File: config.mk
export PLATFORM = sky130hd
export DESIGN_NAME = nvs_seq_top
export DESIGN_NICKNAME = d
export VERILOG_FILES = /design/src/rtl/nvs_pkg.sv /design/src/rtl/nvs_host_gate.sv /design/src/rtl/nvs_dirty_track.sv /design/src/rtl/nvs_xfer_fsm.sv /design/src/rtl/nvs_seq_top.sv
export SDC_FILE = /design/constraint.sdc
export NUM_CORES = 1
export LEC_CHECK = 0
export ABC_AREA = 1
export BUFFER_PORTS_ARGS = -buffer_cell sky130_fd_sc_hd__buf_2
export CORE_AREA = 3 3 40 42
export DETAILED_ROUTE_END_ITERATION = 8
export DIE_AREA = 0 0 43 45
export SYNTH_ARGS = -nofsm -noshare
export SYNTH_HDL_FRONTEND = slang
export SYNTH_SLANG_ARGS = --single-unit
export TNS_END_PERCENT = 5
File: constraint.sdc
create_clock -name clk -period 1.2 [get_ports clk]
set_input_delay 0.06 -clock clk [delete_from_list [all_inputs] [get_ports clk]]
set_output_delay 0.06 -clock clk [all_outputs]
set_load 0.005 [all_outputs]
File: src/rtl/nvs_pkg.sv
package nvs_pkg;
   typedef enum logic [2:0] {
      NVS_RECALL = 3'd0,
      NVS_IDLE   = 3'd1,
      NVS_HOLD   = 3'd2,
      NVS_STORE  = 3'd3,
      NVS_LOCK   = 3'd4
   } nvs_state_e;
endpackage

File: src/rtl/nvs_host_gate.sv
module nvs_host_gate (
   input  logic ce_n,
   input  logic oe_n,
   input  logic we_n,
   input  logic pin_n,
   input  logic allow,
   output logic rd_en,
   output logic wr_en
);
   logic rd_dec, wr_dec;
   always_comb begin
      rd_dec = !ce_n && !oe_n && we_n && pin_n;
      wr_dec = !ce_n && !we_n && pin_n;
      rd_en  = rd_dec && allow;
      wr_en  = wr_dec && allow;
   end
endmodule

File: src/rtl/nvs_dirty_track.sv
module nvs_dirty_track (
   input  logic clk,
   input  logic rst_n,
   input  logic wr_seen,
   input  logic xfer_done,
   output logic dirty
);
   always_ff @(posedge clk) begin
      if (!rst_n)         dirty <= 1'b0;
      else if (xfer_done) dirty <= 1'b0;
      else if (wr_seen)   dirty <= 1'b1;
   end
endmodule

File: src/rtl/nvs_xfer_fsm.sv
module nvs_xfer_fsm
   import nvs_pkg::*;
#(
   parameter int HOLD_CYCLES = 4
) (
   input  logic       clk,
   input  logic       rst_n,
   input  logic       pin_n,
   input  logic       sw_req,
   input  logic       pf_req,
   input  logic       dirty_now,
   input  logic       done,
   output nvs_state_e state
);
   localparam int CNT_W = (HOLD_CYCLES < 2) ? 1 : $clog2(HOLD_CYCLES);
   localparam logic [CNT_W-1:0] CNT_LAST = CNT_W'(HOLD_CYCLES - 1);

   nvs_state_e       state_nx;
   logic [CNT_W-1:0] cnt, cnt_nx;
   logic             cond_req;

   always_comb begin
      cond_req = (!pin_n || pf_req) && dirty_now;
      state_nx = state;
      cnt_nx   = cnt;
      case (state)
         NVS_RECALL: if (done) state_nx = NVS_IDLE;
         NVS_IDLE: begin
            if (sw_req || cond_req) begin
               state_nx = NVS_HOLD;
               cnt_nx   = '0;
            end
         end
         NVS_HOLD: begin
            if (cnt == CNT_LAST) state_nx = NVS_STORE;
            else                 cnt_nx   = cnt + 1'b1;
         end
         NVS_STORE: if (done) state_nx = pin_n ? NVS_IDLE : NVS_LOCK;
         NVS_LOCK:  if (pin_n) state_nx = NVS_IDLE;
         default:   state_nx = NVS_IDLE;
      endcase
   end

   always_ff @(posedge clk) begin
      if (!rst_n) begin
         state <= NVS_RECALL;
         cnt   <= '0;
      end else begin
         state <= state_nx;
         cnt   <= cnt_nx;
      end
   end
endmodule

File: src/rtl/nvs_seq_top.sv
module nvs_seq_top
   import nvs_pkg::*;
#(
   parameter int HOLD_CYCLES   = 4,
   parameter bit AUTO_STORE_EN = 1'b1
) (
   input  logic clk,
   input  logic rst_n,
   input  logic host_ce_n,
   input  logic host_oe_n,
   input  logic host_we_n,
   input  logic hw_store_n,
   input  logic sw_store,
   input  logic pwr_fail,
   input  logic eng_done,
   output logic host_rd_en,
   output logic host_wr_en,
   output logic busy_n,
   output logic eng_store_req,
   output logic eng_recall_req
);
   generate
      if (HOLD_CYCLES < 1) begin : g_bad_hold
         $error("HOLD_CYCLES must be at least 1");
      end
   endgenerate

   nvs_state_e state;
   logic       allow, dirty, pf_req, xfer_done;

   generate
      if (AUTO_STORE_EN) begin : g_auto_on
         assign pf_req = pwr_fail;
      end else begin : g_auto_off
         assign pf_req = pwr_fail & 1'b0;
      end
   endgenerate

   assign allow          = (state == NVS_IDLE) || (state == NVS_HOLD);
   assign eng_store_req  = (state == NVS_STORE);
   assign eng_recall_req = (state == NVS_RECALL);
   assign busy_n         = !((state == NVS_HOLD) || (state == NVS_STORE));
   assign xfer_done      = eng_done && (eng_store_req || eng_recall_req);

   nvs_host_gate u_gate (
      .ce_n (host_ce_n),
      .oe_n (host_oe_n),
      .we_n (host_we_n),
      .pin_n(hw_store_n),
      .allow(allow),
      .rd_en(host_rd_en),
      .wr_en(host_wr_en)
   );

   nvs_dirty_track u_dirty (
      .clk      (clk),
      .rst_n    (rst_n),
      .wr_seen  (host_wr_en),
      .xfer_done(xfer_done),
      .dirty    (dirty)
   );

   nvs_xfer_fsm #(.HOLD_CYCLES(HOLD_CYCLES)) u_fsm (
      .clk      (clk),
      .rst_n    (rst_n),
      .pin_n    (hw_store_n),
      .sw_req   (sw_store),
      .pf_req   (pf_req),
      .dirty_now(dirty || host_wr_en),
      .done     (eng_done),
      .state    (state)
   );
endmodule

# ---- Yosys cells after proc, flatten, opt, wreduce, memory -nomap -nowiden
# Index checks and enable logic that the tools add are counted.
# Widths: inputs -> output; s select.
dict set report totals {
  rom_bits 0
  latchBits 0
  ramBits 0
  in_bits 9
  output_inout_bits 5
  memories 0
  regBits 6
}
dict set report op_classes {
  mux 10
  mul 0
  magnitude_cmp 0
  add_sub_neg 1
  bitwise 1
  reduce_logical 25
  div_mod_pow 0
  eq_ne 11
  shift 0
}
# operator n
set op_table {}
lappend op_table {{$mux 3} 6}
lappend op_table {{$pmux 3 s5} 1}
lappend op_table {{$logic_and 1x1->1} 9}
lappend op_table {{$ne 2x2->1 const B} 4}
lappend op_table {{$eq 3x2->1 const B} 2}
lappend op_table {{$logic_or 1x1->1} 6}
lappend op_table {{$logic_not 1->1} 5}
lappend op_table {{$reduce_and 5->1} 1}
lappend op_table {{$mux 2} 2}
lappend op_table {{$ne 2x1->1 const B} 2}
lappend op_table {{$pmux 2 s2} 1}
lappend op_table {{$eq 3x1->1 const B} 1}
lappend op_table {{$eq 3x3->1 const B} 1}
lappend op_table {{$logic_not 3->1} 1}
lappend op_table {{$reduce_and 3->1} 1}
lappend op_table {{$add 2x1->2 const B} 1}
lappend op_table {{$eq 2x2->1 const B} 1}
lappend op_table {{$reduce_bool 2->1} 1}
lappend op_table {{$reduce_or 2->1} 1}
lappend op_table {{$not 1->1} 1}

# ---- Longest topological paths before layout
# Gate-level depths: netlist (run 1).
dict set report logic_depth {
  ltp_word 9
  ltp_mapped 11
  depth_no_buf 11
}

# ---- Cells and area by module
# A second synthesis (run 1) with hierarchy kept.
dict set report hier_totals {
  cells_unflattened 84
  area_unflattened_um2 489.2
}
# module area_per_inst_um2 cells_each n_inst seq_area_each_um2
set by_module_without_submodules {}
lappend by_module_without_submodules {nvs_xfer_fsm 367.9 60 1 100.1}
lappend by_module_without_submodules {nvs_seq_top 57.6 13 1 0.0}
lappend by_module_without_submodules {nvs_dirty_track 35.0 5 1 20.0}
lappend by_module_without_submodules {nvs_host_gate 28.8 6 1 0.0}

# ---- Worst setup path after synthesis (run 1)
# No wires, ideal clock.
dict set report synth_timing {
  path_type {register to register}
  start {reg u_fsm.state[2]}
  end {reg u_fsm.state[0]}
  arrival_ps 1056
  slack_ps 30
  stages_incl_launch_ff 10
  required_ps 1086
  path_buffers 0
  synth_period_minus_slack_ps 1170
  cell_sequence {dfxtp_1 -> inv_2 -> nand3_2 -> or2_1 -> nand2_2 -> nor2_4 -> nand2_2 -> nand2_1 -> nand2_1 -> nor2_2}
}
dict set report synth_between {
  elab_chain_len 8
  word_cells_on_any_way 17
  cone_classes {eq/ne (9); mux (1); reduce/logical (7)}
}
# element line
set synth_lines {}
lappend synth_lines {{start, declared} nvs_xfer_fsm.sv:13} ;# output nvs_state_e state
lappend synth_lines {{start signal, assigned} nvs_xfer_fsm.sv:49} ;# state <= state_nx;
lappend synth_lines {{$eq 3x1->1 or $eq 3x2->1 (tied branches)} {nvs_xfer_fsm.sv:26, nvs_seq_top.sv:39}}
lappend synth_lines {{$logic_or 1x1->1} nvs_seq_top.sv:39} ;# assign allow = (state == NVS_IDLE) || (state == NVS_HOLD);
lappend synth_lines {{$logic_and 1x1->1} nvs_host_gate.sv:15} ;# wr_en = wr_dec && allow;
lappend synth_lines {{$logic_or 1x1->1} nvs_seq_top.sv:69} ;# .dirty_now(dirty || host_wr_en),
lappend synth_lines {{$logic_and 1x1->1} nvs_xfer_fsm.sv:23} ;# cond_req = (!pin_n || pf_req) && dirty_now;
lappend synth_lines {{$logic_or 1x1->1} nvs_xfer_fsm.sv:29} ;# if (sw_req || cond_req) begin
lappend synth_lines {{$ne 2x1->1 (no source line)} -}
lappend synth_lines {{$reduce_and 5->1 (no source line)} -}
# Parallel ways exist; a longest one is shown, timed or not.
# A chain may end at the register's enable or synchronous reset.

# ---- Final worst setup path (run 1)
dict set report layout_timing {
  start {reg u_fsm.state[0]}
  end {out host_rd_en}
}
dict set report layout_between {
  elab_chain_len 3
  word_cells_on_any_way 4
  cone_classes {eq/ne (2); reduce/logical (2)}
}
# element line
set layout_lines {}
lappend layout_lines {{$eq 3x1->1 or $eq 3x2->1 (tied branches)} nvs_seq_top.sv:39}
lappend layout_lines {{$logic_or 1x1->1 (*)} nvs_seq_top.sv:39}
lappend layout_lines {{$logic_and 1x1->1 (*)} nvs_host_gate.sv:14} ;# rd_en = rd_dec && allow;
lappend layout_lines {{end, declared} nvs_seq_top.sv:16} ;# output logic host_rd_en,
# Every way passes the cells marked *; elsewhere a longest branch is shown, timed or not.

==> results.json, run 1 <==
{
  "placed_area_um2": 607,
  "drt_iter0_markers": 5,
  "htreeDepth": 1,
  "layout_commonest_cell": "nand2_1",
  "initial_core_util": 0.349,
  "max_clock_freq_mhz": 754,
  "grt_pass1_wl_um": 2080,
  "fin_util": 0.527,
  "antenna_cells": 0,
  "num_vias": 518,
  "cp-startpoint": "u_fsm.state[0]",
  "cts-root-buf": "clkbuf_4",
  "finalSetupTns_ns": -0.295,
  "use_met1": 0.170,
  "finalSetupViolations": 9,
  "fin_crit_sh": 1.11,
  "rr_startpoint": "u_fsm.state[0]",
  "crit_type": "reg -> out",
  "cts_tree": "yes",
  "whs_ns": 0.00630,
  "status": "complete, but fails checks",
  "fill_cells": 140,
  "cp-end-kind": "output pin",
  "report.power.total_mw": 1.69,
  "final_cell_mix": "nand2_1, buf_2, buf_4",
  "drv_slew": 0,
  "gp_congestion": 0.812,
  "final_cell_count_no_fill": 114,
  "synth_area_per_cell_um2": 6.40,
  "cap_violations": 0,
  "worst_path_largest_cell_delay_ns": 0.35,
  "die_area_um2": 1940,
  "period_needed_ns": 1.33,
  "synthCells": 70,
  "hold_viol": 0,
  "drive_gt1_frac": 0.566,
  "clk_latency_ns": 0.25,
  "path_cells": "inv_2 > nand3_2 > nand2_2 > inv_2 > nor4b_2 > buf_2",
  "clockBufferDepth": 2,
  "worst_pin_slew_ns": 0.189,
  "fin_skew_ns": 0.00874,
  "use_met3": 0.0837,
  "place_hpwl_um": 927,
  "crit_arrival_ns": 1.27,
  "setup_slack_ns": -0.126,
  "crit_slowest_cell": "dfxtp_2",
  "cpMostUsedCell": "inv_2",
  "grt_pass1_vias": 500,
  "numCtsBuffers": 3,
  "p_leak_nw": 0.366,
  "use_met2": 0.249,
  "grt_overflow_total": 0,
  "placedCellCount": 108,
  "synthDistinctLibCells": 17,
  "viasPerCell": 4.54,
  "io_buffer_count": 13,
  "p_int_uw": 941,
  "ys_ff_latch": 6,
  "relSlewSlack": 0.873,
  "rsz0062_at_grt": "yes",
  "yosys_warnings": 0,
  "antenna_found_initial": 0,
  "gr-usage-all-layers": 0.153,
  "cts_hold_buf": 0,
  "grt_max_degree": 9,
  "hold_path_class": "in -> reg",
  "violations": "setup timing",
  "p_sw_uw": 752,
  "syn-num-nets": 80,
  "busiest_layer": "met2",
  "clock-sinks": 6,
  "pre_cts_ws_ns": -0.0549,
  "p_comb_frac": 0.669,
  "cp_max_fo": 5,
  "required_ns": 1.14,
  "coreArea_um2": 1280,
  "ir_worst_vdd_mv": 1.15,
  "power_density_nw_per_um2": 2500,
  "pin_count": 14,
  "crit_path_start_kind": "register",
  "die_x_um": 43,
  "fin_nets": 111,
  "cts.clk_slew.worst_paths_ns": 0.05,
  "die_y_um": 45,
  "first_pass_iters": 4,
  "syn2layout_area_growth_pct": 51.1,
  "seq_power_share": 0.215,
  "final_antenna_net_count": 0,
  "drc": 0,
  "detail_route.wl_per_cell_um": 10.9,
  "ys_seq_area_frac": 0.268,
  "rows": 13,
  "worstHoldStart": "eng_done",
  "drt_wl_total_um": 1240,
  "p_clk_frac": 0.116,
  "netlist_area_um2": 448,
  "final_area_um2": 677,
  "swShare": 0.444
}
## critical path, delay by kind of cell (launching register included)
kind / cells / cell delay (ns)
simple gates: 3 / 0.38
flops: 1 / 0.35
buf+inv: 3 / 0.27
## sequential cells by signal, indices dropped and copies added, names as in the netlist
signal	flops
u_fsm.state	3
u_fsm.cnt	2
u_dirty.dirty	1
## worst paths after layout
check / end / slack [ns] / cells after the start
worst min register to register: u_fsm.cnt[1] / 0.54 / 4
worst min-delay path: u_dirty.dirty / 0.006 / 2
worst max register to register: u_fsm.state[0] / -0.03 / 9
worst max-delay path: host_rd_en / -0.13 / 6
## metal layers
metal	wire (um)	part of all wire
met1	541	0.44
met2	578	0.47
met3	109	0.088
met4	13	0.010
met5	0	0
## area by class of cell
type | count | area, um^2 | area share
clock buffer | 3 | 22.5 | 0.0333
inverter | 12 | 45.0 | 0.0665
multi-input combinational | 52 | 303 | 0.447
sequential | 6 | 125 | 0.185
tap | 15 | 18.8 | 0.0277
timing repair buffer | 26 | 163 | 0.240
## cell usage after synthesis
| master | n | area share |
|---|---|---|
| or2_1 | 1 | 0.014 |
| a21oi_1 | 5 | 0.056 |
| nand3_1 | 5 | 0.056 |
| nand2_2 | 7 | 0.098 |
| or2_2 | 2 | 0.028 |
| inv_2 | 2 | 0.017 |
| dfxtp_1 | 6 | 0.27 |
| nor2_4 | 1 | 0.025 |
| nor4b_1 | 1 | 0.020 |
| nor2_2 | 2 | 0.028 |
| nor2_1 | 9 | 0.075 |
| nand2_1 | 14 | 0.12 |
| inv_1 | 10 | 0.084 |
| nand3_2 | 2 | 0.045 |
| o211ai_1 | 1 | 0.017 |
| nand2_4 | 1 | 0.025 |
| ha_1 | 1 | 0.028 |
## cells by family after synthesis
group,count (synthesis),synth area share
AOI/OAI and AO/OA,6,0.0726
adders and majority gates,1,0.0279
buffers and inverters,12,0.101
DFF,6,0.268
and+or+nand+nor,45,0.531
## power by group through the flow
stage	clock [mW]	sequential [mW]	combinational (mW)
after global routing	0.227	0.374	1.27
after detailed placement	0	0.346	1.01
after CTS	0.209	0.355	1.12
after global placement	0	0.344	0.988
after floorplan	0	0.339	0.660
final	0.196	0.364	1.13
## repair_timing
item / in CTS / in global routing
endpoints found under the setup margin: 8 / 9
pin swaps: 2 / 0
gates resized for setup: 8 / 3
buffers inserted: 3 / 0
No activity file was read; power rests on OpenSTA's default activity.
==> run 2, diff against run 1 <==
--- a/config.mk
+++ b/config.mk
@@ -7,9 +7,13 @@
 export LEC_CHECK = 0
 export ABC_AREA = 1
 export BUFFER_PORTS_ARGS = -buffer_cell sky130_fd_sc_hd__buf_2
-export CORE_AREA = 3 3 40 42
+export CELL_PAD_IN_SITES_DETAIL_PLACEMENT = 0
+export CELL_PAD_IN_SITES_GLOBAL_PLACEMENT = 1
+export CORE_MARGIN = 3
+export CORE_UTILIZATION = 28
+export CTS_CLUSTER_SIZE = 30
 export DETAILED_ROUTE_END_ITERATION = 8
-export DIE_AREA = 0 0 43 45
+export PLACE_DENSITY_LB_ADDON = 0.1
 export SYNTH_ARGS = -nofsm -noshare
 export SYNTH_HDL_FRONTEND = slang
 export SYNTH_SLANG_ARGS = --single-unit
==> results.json, run 2 (synthesis gave the netlist of run 1 again) <==
{
  "antenna_found_initial": 0,
  "cts.clk_slew.worst_paths_ns": 0.05,
  "violations": "setup timing",
  "final_cell_mix": "buf_4, nand2_1, buf_2",
  "period_needed_ns": 1.31,
  "clockBufferDepth": 2,
  "ir_worst_vdd_mv": 1.20,
  "drive_gt1_frac": 0.604,
  "largest_reg_flops": 3,
  "first_pass_iters": 2,
  "final_antenna_net_count": 0,
  "syn2layout_area_growth_pct": 72.1,
  "crit_path_start_kind": "register",
  "crit_type": "reg -> out",
  "cts_tree": "yes",
  "report.power.total_mw": 1.98,
  "crit_family": "simple AND/OR/NAND/NOR gates",
  "worst_pin_slew_ns": 0.196,
  "regMostFlops": "u_fsm.state",
  "crit_arrival_ns": 1.25,
  "fin_nets": 118,
  "place_hpwl_um": 873,
  "gr-usage-all-layers": 0.137,
  "fin_skew_ns": 0.00620,
  "drv_slew": 0,
  "initial_core_util": 0.320,
  "status": "complete, but fails checks",
  "cp-end-kind": "output pin",
  "worst_path_largest_cell_delay_ns": 0.36,
  "numCtsBuffers": 3,
  "viasPerCell": 4.32,
  "hold_path_class": "in -> reg",
  "crit_slowest_cell": "dfxtp_4",
  "gp_congestion": 0.804,
  "required_ns": 1.14,
  "layout_commonest_cell": "buf_4",
  "die_area_um2": 2120,
  "htreeDepth": 1,
  "finalSetupViolations": 8,
  "drc": 0,
  "clock-sinks": 6,
  "max_clock_freq_mhz": 764,
  "cp_max_fo": 5,
  "grt_pass1_vias": 470,
  "die_y_um": 46.0,
  "cap_violations": 0,
  "cts-root-buf": "clkbuf_4",
  "path_cells": "inv_4 > nand3_4 > nand2_4 > inv_2 > nor4b_2 > buf_2",
  "largest_registers": "u_fsm.state (3), u_fsm.cnt (2), u_dirty.dirty (1)",
  "die_x_um": 46.0,
  "grt_overflow_total": 0,
  "path_buf_inv": 3,
  "fin_crit_sh": 1.09,
  "grt_pass1_wl_um": 1970,
  "finalSetupTns_ns": -0.500,
  "setup_slack_ns": -0.110,
  "whs_ns": 0.0963,
  "power_density_nw_per_um2": 2560,
  "grt_max_degree": 9,
  "pin_count": 14,
  "relSlewSlack": 0.869,
  "clk_latency_ns": 0.25,
  "hold_viol": 0,
  "detail_route.wl_per_cell_um": 9.70,
  "num_vias": 523,
  "drt_iter0_markers": 4,
  "fill_cells": 153,
  "p_leak_nw": 0.409,
  "rsz0062_at_grt": "yes",
  "antenna_cells": 0,
  "io_buffer_count": 13,
  "drt_wl_total_um": 1170,
  "rows": 13,
  "coreArea_um2": 1400
}
==> run 2: changes by cell type in the layout (fill, tap and decap cells not counted), sizes merged <==
cell         before  now
buf              26   32
dlygate4sd3       0    1
==> run 2: per-layer routing <==
metal | vias to the layer above | wire length, um | GRT usage
met4 | 0 | 6 | 0.0682
li1 | 292 | - | -
met3 | 2 | 88 | 0.0593
met5 | - | 0 | 0
met2 | 13 | 546 | 0.201
met1 | 216 | 532 | 0.167
==> run 2: report_power, final <==
group          leakage [nW]  switching, mW  internal [mW]  total [mW]
Clock                0.0138         0.0783          0.114       0.192
Combinational         0.344          0.662          0.729        1.39
Sequential           0.0510         0.0955          0.297       0.393
Total                 0.409          0.835           1.14        1.98
==> run 2: cell type report <==
type | count | area [um^2] | area share
timing repair buffer | 33 | 221 | 0.287
sequential | 6 | 129 | 0.167
tap | 15 | 18.8 | 0.0244
clock buffer | 3 | 22.5 | 0.0292
multi-input combinational | 52 | 327 | 0.424
inverter | 12 | 52.6 | 0.0682
==> run 2: tightest hold or removal path, stage by stage <==
cell and delay, ns:
buf_2 0.14, nand2_1 0.07, nor2_1 0.03
==> run 2: what timing repair did <==
action / in CTS / in global routing
resized for setup: 8 / 13
pin swaps: 2 / 3
hold buffers: 1 / 0
setup buffers: 4 / 4
endpoints found under the setup margin: 9 / 8
hold endpoints to repair: 1 / 0
==> run 2: per-stage QoR <==
stage               area, um^2  std cells  setup WS (ns)  utilization
floorplan                  448         70         0.0298            -
global placement           614        109         -0.104        0.439
detailed placement         614        109         -0.114        0.439
CTS                        694        117        -0.0902        0.496
global route               771        121         -0.218        0.551
finish                     771        121         -0.110        0.551
==> run 2: path summary, 6_finish.rpt <==
kind	slack [ns]	end	startpoint	cells past startpoint
min	0.1	u_fsm.cnt[0]	rst_n	3
min reg2reg	0.54	u_fsm.cnt[1]	u_fsm.cnt[1]	4
max	-0.11	host_rd_en	u_fsm.state[0]	6
max reg2reg	-0.09	u_fsm.state[0]	u_fsm.state[0]	12
==> run 3, diff against run 2 <==
--- a/config.mk
+++ b/config.mk
@@ -13,7 +13,7 @@
 export CORE_UTILIZATION = 28
 export CTS_CLUSTER_SIZE = 30
 export DETAILED_ROUTE_END_ITERATION = 8
-export PLACE_DENSITY_LB_ADDON = 0.1
+export PLACE_DENSITY = 0.7
 export SYNTH_ARGS = -nofsm -noshare
 export SYNTH_HDL_FRONTEND = slang
 export SYNTH_SLANG_ARGS = --single-unit
==> results.json, run 3 (synthesis gave the netlist of run 1 again) <==
{
  "grt_max_degree": 9,
  "crit_arrival_ns": 1.23,
  "relSlewSlack": 0.851,
  "htreeDepth": 1,
  "cp-end-kind": "output pin",
  "final_cell_count_no_fill": 118,
  "status": "complete, but fails checks",
  "coreArea_um2": 1400,
  "pin_count": 14,
  "cts_hold_buf": 0,
  "syn2layout_area_growth_pct": 61.2,
  "ir_worst_vdd_mv": 1.14,
  "reg2reg_to": "u_fsm.cnt[1]",
  "detail_route.wl_per_cell_um": 10.2,
  "numCtsBuffers": 3,
  "pre_cts_ws_ns": -0.0933,
  "cts.clk_slew.worst_paths_ns": 0.05,
  "drt_wl_total_um": 1210,
  "endpoint": "host_rd_en",
  "final_area_um2": 722,
  "hold_viol": 0,
  "antenna_cells": 0,
  "cp_max_fo": 5,
  "rr_startpoint": "u_fsm.state[0]",
  "cts_tree": "yes",
  "violations": "setup timing",
  "finalSetupViolations": 6,
  "cpMostUsedCell": "inv_2",
  "cap_violations": 0,
  "drc": 0,
  "drv_slew": 0,
  "crit_slowest_cell": "dfxtp_2",
  "die_x_um": 46.0,
  "final_antenna_net_count": 0,
  "cp-startpoint": "u_fsm.state[0]",
  "final_cell_mix": "buf_4, nand2_1, buf_2",
  "largest_reg_flops": 3,
  "drt_iter0_markers": 6,
  "die_area_um2": 2120,
  "fin_nets": 115,
  "layout_commonest_cell": "buf_4",
  "placedCellCount": 109,
  "clk_latency_ns": 0.25,
  "largest_registers": "u_fsm.state (3), u_fsm.cnt (2), u_dirty.dirty (1)",
  "gr-usage-all-layers": 0.140,
  "clock-sinks": 6,
  "gp_congestion": 0.839,
  "required_ns": 1.14,
  "grt_overflow_total": 0,
  "fin_crit_sh": 1.07,
  "worst_path_largest_cell_delay_ns": 0.35,
  "grt_pass1_wl_um": 1990,
  "first_pass_iters": 4,
  "crit_path_start_kind": "register",
  "setup_slack_ns": -0.0900,
  "die_y_um": 46.0,
  "initial_core_util": 0.320,
  "io_buffer_count": 13,
  "crit_type": "reg -> out",
  "place_hpwl_um": 891,
  "max_clock_freq_mhz": 775,
  "finalSetupTns_ns": -0.198,
  "regMostFlops": "u_fsm.state",
  "reg2reg_depth": 11,
  "num_vias": 538,
  "p_leak_nw": 0.395,
  "period_needed_ns": 1.29,
  "r2r_slack_ns": -0.01,
  "power_density_nw_per_um2": 2500,
  "grt_pass1_vias": 504,
  "fin_skew_ns": 0.00557,
  "viasPerCell": 4.56,
  "worst_pin_slew_ns": 0.223,
  "hold_path_class": "in -> reg",
  "drive_gt1_frac": 0.592,
  "clockBufferDepth": 2,
  "rows": 13,
  "fin_util": 0.516,
  "rsz0062_at_grt": "yes",
  "cts-root-buf": "clkbuf_4",
  "path_cells": "inv_2 > nand3_2 > nand2_2 > inv_2 > nor4b_4 > buf_2",
  "placed_area_um2": 614,
  "antenna_found_initial": 0
}
==> run 3: final cells by class <==
type / instances / area [um^2]
Multi-Input combinational cell: 52 / 312
Sequential cell: 6 / 126
Fill cell: 141 / 677
Inverter: 12 / 50.0
Clock buffer: 3 / 22.5
Timing Repair Buffer: 30 / 193
Tap cell: 15 / 18.8
==> run 3: what timing repair did <==
| action | CTS | global route |
|---|---|---|
| pin swaps | 4 | 0 |
| setup endpoints to repair | 7 | 10 |
| setup buffers | 6 | 0 |
| resized for setup | 10 | 5 |
==> run 3: worst min path at each step <==
stage               slack, ns  cells past startpoint             to      from
detailed placement       0.27                      2  u_dirty.dirty  eng_done
finish                   0.01                      2  u_dirty.dirty  eng_done
global route             0.01                      2  u_dirty.dirty  eng_done
global placement         0.25                      2  u_dirty.dirty  eng_done
CTS                      0.01                      2  u_dirty.dirty  eng_done
floorplan                0.15                      1  u_dirty.dirty  eng_done
==> run 3: critical path: cells and delay by family (launching register included) <==
family / cells / cell delay, ns
and+or+nand+nor: 3 / 0.36
DFF: 1 / 0.35
buffers and inverters: 3 / 0.27
==> run 3: routing by layer <==
metal  up-vias  routed length (um)  track usage
li1        282                   -            -
met1       235                 490        0.141
met2        17                 566        0.234
met3         4                 121       0.0751
met4         0                  27       0.0682
met5         -                   0            0
==> run 3: metrics by stage <==
stage	hold WS (ns)	power, mW
2_1_floorplan	0.147	0.999
3_3_place_gp	0.252	1.37
3_5_place_dp	0.268	1.37
4_1_cts	0.0134	1.76
5_1_grt	0.0119	1.97
6_report	0.0141	1.80
==> run 3: power breakdown <==
part / switching (mW) / total (mW) / internal (mW) / leakage [nW]
registers: 0.0854 / 0.376 / 0.291 / 0.0506
clock network: 0.0823 / 0.196 / 0.114 / 0.0138
logic: 0.616 / 1.23 / 0.616 / 0.330
